==> config.mk <==
export PLATFORM = sky130hd
export DESIGN_NAME = mute_flag_detect
export DESIGN_NICKNAME = d
export VERILOG_FILES = /design/src/rtl/mfd_pkg.sv /design/src/rtl/mfd_zero_run_tracker.sv /design/src/rtl/mfd_flag_select.sv /design/src/rtl/mute_flag_detect.sv
export SDC_FILE = /design/constraint.sdc
export NUM_CORES = 1
export LEC_CHECK = 0
export BUFFER_PORTS_ARGS = -buffer_cell sky130_fd_sc_hd__buf_4
export CORE_MARGIN = 4
export CORE_UTILIZATION = 45
export DETAILED_ROUTE_END_ITERATION = 16
export PLACE_DENSITY = 0.85
export SLEW_MARGIN = 0
export SYNTH_ARGS = -nofsm -noshare
export SYNTH_HDL_FRONTEND = slang
export SYNTH_SLANG_ARGS = --single-unit
==> constraint.sdc <==
create_clock -name clk -period 4.9 [get_ports clk]
set_input_delay 0.735 -clock clk [delete_from_list [all_inputs] [get_ports clk]]
set_output_delay 0.735 -clock clk [all_outputs]
set_load 0.01 [all_outputs]
==> src/rtl/mfd_pkg.sv <==
package mfd_pkg;

    // Per-channel run tracker states
    typedef enum logic [1:0] {
        ST_LIVE   = 2'd0,
        ST_COUNT  = 2'd1,
        ST_SILENT = 2'd2
    } run_state_e;

    // Width needed to hold values 0..max_val
    function automatic int unsigned cnt_width(input int unsigned max_val);
        int unsigned w;
        w = 1;
        while ((2 ** w) <= max_val) w++;
        return w;
    endfunction

endpackage

==> src/rtl/mfd_zero_run_tracker.sv <==
module mfd_zero_run_tracker
    import mfd_pkg::*;
#(
    parameter int unsigned SAMPLE_W = 24,
    parameter int unsigned RUN_LEN  = 1024
) (
    input  logic                clk,
    input  logic                rst_n,
    input  logic                strobe,
    input  logic [SAMPLE_W-1:0] left_smp,
    input  logic [SAMPLE_W-1:0] right_smp,
    output logic                zero_flag
);

    localparam int unsigned CNT_W = cnt_width(RUN_LEN);
    localparam logic [CNT_W-1:0] CNT_FULL = CNT_W'(RUN_LEN);
    localparam logic [CNT_W-1:0] CNT_LAST = CNT_W'(RUN_LEN - 1);
    localparam logic [CNT_W-1:0] CNT_ONE  = CNT_W'(1);
    localparam bit   ONE_FRAME_RUN        = (RUN_LEN == 1);

    run_state_e       st_q, st_d;
    logic [CNT_W-1:0] run_cnt_q, run_cnt_d;
    logic             frame_zero;

    // A frame is silent only when both sides are zero
    assign frame_zero = (left_smp == '0) && (right_smp == '0);

    // Next-state and counter logic
    always_comb begin
        st_d      = st_q;
        run_cnt_d = run_cnt_q;
        if (strobe) begin
            unique case (st_q)
                ST_LIVE: begin
                    if (frame_zero) begin
                        if (ONE_FRAME_RUN) begin
                            st_d      = ST_SILENT;
                            run_cnt_d = CNT_FULL;
                        end else begin
                            st_d      = ST_COUNT;
                            run_cnt_d = CNT_ONE;
                        end
                    end
                end
                ST_COUNT: begin
                    if (!frame_zero) begin
                        st_d      = ST_LIVE;
                        run_cnt_d = '0;
                    end else if (run_cnt_q == CNT_LAST) begin
                        st_d      = ST_SILENT;
                        run_cnt_d = CNT_FULL;
                    end else begin
                        run_cnt_d = run_cnt_q + CNT_ONE;
                    end
                end
                ST_SILENT: begin
                    if (!frame_zero) begin
                        st_d      = ST_LIVE;
                        run_cnt_d = '0;
                    end
                end
                default: begin
                    st_d      = ST_LIVE;
                    run_cnt_d = '0;
                end
            endcase
        end
    end

    // State register
    always_ff @(posedge clk or negedge rst_n) begin
        if (!rst_n) begin
            st_q <= ST_LIVE;
        end else begin
            st_q <= st_d;
        end
    end

    // Run counter register
    always_ff @(posedge clk or negedge rst_n) begin
        if (!rst_n) begin
            run_cnt_q <= '0;
        end else begin
            run_cnt_q <= run_cnt_d;
        end
    end

    // Output decode
    always_comb begin
        unique case (st_q)
            ST_SILENT: zero_flag = 1'b1;
            ST_LIVE,
            ST_COUNT:  zero_flag = 1'b0;
            default:   zero_flag = 1'b0;
        endcase
    end

    AST_NONZERO_CLEARS: assert property (@(posedge clk) disable iff (!rst_n)
        (strobe && !frame_zero) |=> (!zero_flag && run_cnt_q == '0));
    AST_FLAG_FROM_ZERO: assert property (@(posedge clk) disable iff (!rst_n)
        $rose(zero_flag) |-> $past(strobe && frame_zero));
    AST_FLAG_AT_FULL: assert property (@(posedge clk) disable iff (!rst_n)
        zero_flag |-> (run_cnt_q == CNT_FULL));
    AST_NO_OVERFLOW: assert property (@(posedge clk) disable iff (!rst_n)
        run_cnt_q <= CNT_FULL);
    AST_SILENT_HOLDS: assert property (@(posedge clk) disable iff (!rst_n)
        (zero_flag && strobe && frame_zero) |=> zero_flag);
    AST_IDLE_STABLE: assert property (@(posedge clk) disable iff (!rst_n)
        !strobe |=> ($stable(run_cnt_q) && $stable(zero_flag)));
    AST_RESET_CLEAR: assert property (@(posedge clk) disable iff (!rst_n)
        $rose(rst_n) |-> (run_cnt_q == '0 && !zero_flag));

endmodule

==> src/rtl/mfd_flag_select.sv <==
module mfd_flag_select #(
    parameter int unsigned NUM_CH = 3,
    parameter int unsigned SEL_W  = 2
) (
    input  logic [NUM_CH-1:0] flags,
    input  logic [SEL_W-1:0]  sel,
    output logic              flag_out
);

    // Code 0 reports all channels; code k reports channel k
    always_comb begin
        flag_out = 1'b0;
        if (sel == '0) begin
            flag_out = &flags;
        end else begin
            for (int k = 1; k <= int'(NUM_CH); k++) begin
                if (sel == SEL_W'(k)) flag_out = flags[k-1];
            end
        end
    end

endmodule

==> src/rtl/mute_flag_detect.sv <==
module mute_flag_detect
    import mfd_pkg::*;
#(
    parameter int unsigned NUM_CH   = 3,
    parameter int unsigned SAMPLE_W = 24,
    parameter int unsigned RUN_LEN  = 1024
) (
    input  logic                         clk,
    input  logic                         rst_n,
    input  logic                         smp_strobe,
    input  logic [NUM_CH*SAMPLE_W-1:0]   left_bus,
    input  logic [NUM_CH*SAMPLE_W-1:0]   right_bus,
    input  logic [1:0]                   zero_sel,
    output logic                         mute_flag
);

    localparam int unsigned SEL_W = 2;

    logic [NUM_CH-1:0] ch_flag;

    for (genvar c = 0; c < int'(NUM_CH); c++) begin : g_ch
        mfd_zero_run_tracker #(
            .SAMPLE_W (SAMPLE_W),
            .RUN_LEN  (RUN_LEN)
        ) u_trk (
            .clk       (clk),
            .rst_n     (rst_n),
            .strobe    (smp_strobe),
            .left_smp  (left_bus[c*SAMPLE_W +: SAMPLE_W]),
            .right_smp (right_bus[c*SAMPLE_W +: SAMPLE_W]),
            .zero_flag (ch_flag[c])
        );
    end

    mfd_flag_select #(
        .NUM_CH (NUM_CH),
        .SEL_W  (SEL_W)
    ) u_sel (
        .flags    (ch_flag),
        .sel      (zero_sel),
        .flag_out (mute_flag)
    );

    AST_ALL_MODE: assert property (@(posedge clk) disable iff (!rst_n)
        (zero_sel == 2'b00 && mute_flag) |-> (ch_flag == '1));
    AST_CH1_MODE: assert property (@(posedge clk) disable iff (!rst_n)
        (zero_sel == 2'b01) |-> (mute_flag == ch_flag[0]));
    AST_RESET_LOW: assert property (@(posedge clk) disable iff (!rst_n)
        $rose(rst_n) |-> !mute_flag);

endmodule

==> impl_metrics.tcl <==
set metrics [dict create \
    post-cts-setup-buffers 0 \
    fin_crit_ps 2694 \
    cts_tree "yes" \
    grt_pass1_vias 2998 \
    nets 602 \
    yosys.area.top_type "dfrtp_1" \
    synth_common_cells "dfrtp_1 (39), nor4_1 (38), o21ai_0 (26), nand2_1 (25), nor2_1 (17)" \
    syn_area_sq_mm 0.002547 \
    fmax_ghz 0.3712 \
    p_leak_nw 1.757 \
    syn-num-nets 452 \
    fp.dieH_um 83.24 \
    numCtsBuffers 5 \
    fin_setup_tns_ps 0 \
    fin_skew_ps 3.645 \
    start_util_pct 46.26 \
    rsz0062_at_grt "no" \
    num_antenna_cells 0 \
    remaining_drc_errors 0 \
    setup.worst_path.end_class "register" \
    hp-class "in -> async" \
    routabilityCongestion 0.8240 \
    clock_sinks 39 \
    yosysMostFrequentCell "dfrtp_1" \
    layout-drive-gt1-share_pct 36.44 \
    cts-hold-fix-buffers 0 \
    grt_pass1_wl_mm 13.41 \
    cp_max_fo 15 \
    fin_crit_sh_pct 54.97 \
    ir_drop_uv 111.7 \
    design_area_sq_mm 0.003812 \
    io_pins 150 \
    antenna_found_initial 0 \
    drt-vias-per-instance 5.661 \
    drtIter0Drc 107 \
    wl_mm 7.997 \
    synthArstFlopShare_pct 100.0 \
    clk_latency_ps 290 \
    cellPowerDensity_mw_per_mm2 182.4 \
    chipWidth_um 83.24 \
    ys_ff_latch 39 \
    clock_path_buffers 2 \
    grt_usage_pct 23.19 \
    rows 27 \
    critical_path_class "in -> reg" \
    finalHoldViolations 0 \
    synth_top_area_share_pct 38.31 \
    place_area_sq_mm 0.003725 \
    status "complete, no violations" \
    tightest_slew_ps 588.0 \
    synth_ff_type "dfrtp_1" \
    setup_viol 0 \
    port-buffer-count 149 \
    synth_area_leaders "dfrtp_1 (38%), nor4_1 (9.3%), o21ai_0 (5.1%), nand2_1 (3.7%), and4_1 (3.4%)" \
    drv_slew 0 \
    grt_overflow 0 \
    clk_pin_slew_ps 70 \
    synth_edf_count 0 \
    htreeDepth 2 \
    ys_seq_area_share_pct 38.31 \
    routedWlPerCell_um 15.32 \
    arrival_ps 2870 \
    avgSynthCellArea_sq_um 8.491 \
    dieArea_sq_mm 0.006929 \
    antenna_left 0 \
    cp.required_ps 5070 \
    ys_types 50 \
    worstSetupStartpointType "input port" \
    grt_start_max_net_pins 40 \
    cts-root-buf "clkbuf_8" \
    firstDrtPassIters 4 \
    syn_inst 300 \
    hpwl_mm 6.536 \
    vias 2955 \
    cts_resized 0 \
    area_growth_pct 49.66 \
    cap_violations 0 \
    relSlewSlack_pct 60.69 \
    design.core.area_sq_mm 0.005507 \
    yosysWarnings 0 \
]
[layer usage]
metal / vias to the layer above / part of all wire, % / global-route usage (%)
met5: - / 0 / 0
met4: 0 / 1.2 / 5.201
met3: 8 / 7.6 / 6.250
met2: 113 / 51 / 41.76
met1: 1365 / 40 / 27.41
li1: 1469 / - / -
[stage by stage]
stage / worst slack, ps / hold slack [ps] / power, mW / utilization (%) / instances
floorplan: 2402 / 439.4 / 0.3700 / - / 300
global placement: 1989 / 476.0 / 0.4759 / 67.64 / 515
detailed placement: 1919 / 478.2 / 0.4812 / 67.64 / 515
CTS: 2222 / 419.3 / 0.7016 / 69.23 / 522
global route: 2094 / 445.3 / 0.7321 / 69.23 / 522
finish: 2206 / 411.3 / 0.6952 / 69.23 / 522
[flip-flops by register name, summed over array words and instances (netlist names)]
signal / count
g_ch.u_trk.run_cnt_q: 33
g_ch.u_trk.st_q: 6
[kinds of logic after synthesis]
| logic type | count (synthesis) | synth area share (%) |
|---|---|---|
| DFF | 39 | 38.31 |
| muxes | 3 | 1.277 |
| and+or+nand+nor | 161 | 36.35 |
| AOI/OAI and AO/OA | 74 | 18.76 |
| buffers and inverters | 18 | 3.143 |
| xor gates and xnor gates | 2 | 0.6877 |
| adders and majority gates | 3 | 1.474 |
[final timing paths]
kind / start / end / slack (ps) / cells past startpoint
hold / removal: rst_n / g_ch[0].u_trk.run_cnt_q[5]$_DFFE_PN0P_ / 410 / 1
setup / recovery: left_bus[49] / g_ch[2].u_trk.st_q[0]$_DFFE_PN0P_ / 2210 / 7
hold reg to reg: g_ch[2].u_trk.run_cnt_q[3]$_DFFE_PN0P_ / g_ch[2].u_trk.run_cnt_q[3]$_DFFE_PN0P_ / 490 / 1
setup reg to reg: g_ch[1].u_trk.run_cnt_q[0]$_DFFE_PN0P_ / g_ch[1].u_trk.st_q[0]$_DFFE_PN0P_ / 2490 / 7
min in group clk: g_ch[2].u_trk.run_cnt_q[3]$_DFFE_PN0P_ / g_ch[2].u_trk.run_cnt_q[3]$_DFFE_PN0P_ / 490 / 1
max in group asynchronous: rst_n / g_ch[2].u_trk.run_cnt_q[2]$_DFFE_PN0P_ / 4140 / 1
[cell usage in the layout (no fill, tap or decap), types with 2 or more instances in the layout]
cell type  synthesis  routed
clkbuf_8           0       6
nand3_1           16      16
a21oi_1           10      10
o21a_1             2       2
xnor2_1            2       2
a22o_1             2       2
nor4_1            38      38
nor3_1             6       6
inv_1             11      11
or4_1              4       4
nor2_1            17      17
a211o_1            3       3
and2_1             2       2
and4_1            10      10
o31ai_1            4       4
o21ai_0           26      26
nor2b_1            3       3
nand4_1           11      11
ha_1               3       3
o22ai_1            7       7
or3_1              3       3
o21bai_1           6       6
o2bb2ai_1          5       5
nor3b_1            3       3
nand2_1           25      25
nand2b_1          12      12
and3_1             4       4
dfrtp_1           39      39
buf_4              1     150
[layout make-up]
cell class | count | area [sq um]
Timing Repair Buffer | 150 | 1126
Tap cell | 72 | 90.09
Sequential cell | 39 | 975.9
Inverter | 11 | 41.29
Multi-Input combinational cell | 243 | 1491
Clock buffer | 6 | 82.58
Fill cell | 437 | 1694
Clock inverter | 1 | 5.005
[report_power, final]
part | internal [mW] | total, mW | switching (mW)
Combinational | 0.0906 | 0.137 | 0.0468
Sequential | 0.328 | 0.337 | 0.00883
Clock | 0.110 | 0.221 | 0.110
Total | 0.529 | 0.695 | 0.166
[worst max-delay path, stage by stage]
cell,delay (ps)
buf_4,110
nor4_1,320
nand4_1,210
or4_2,640
nand4_1,410
nor2_1,110
mux2_1,320
Power figures use the tool's default switching activity.
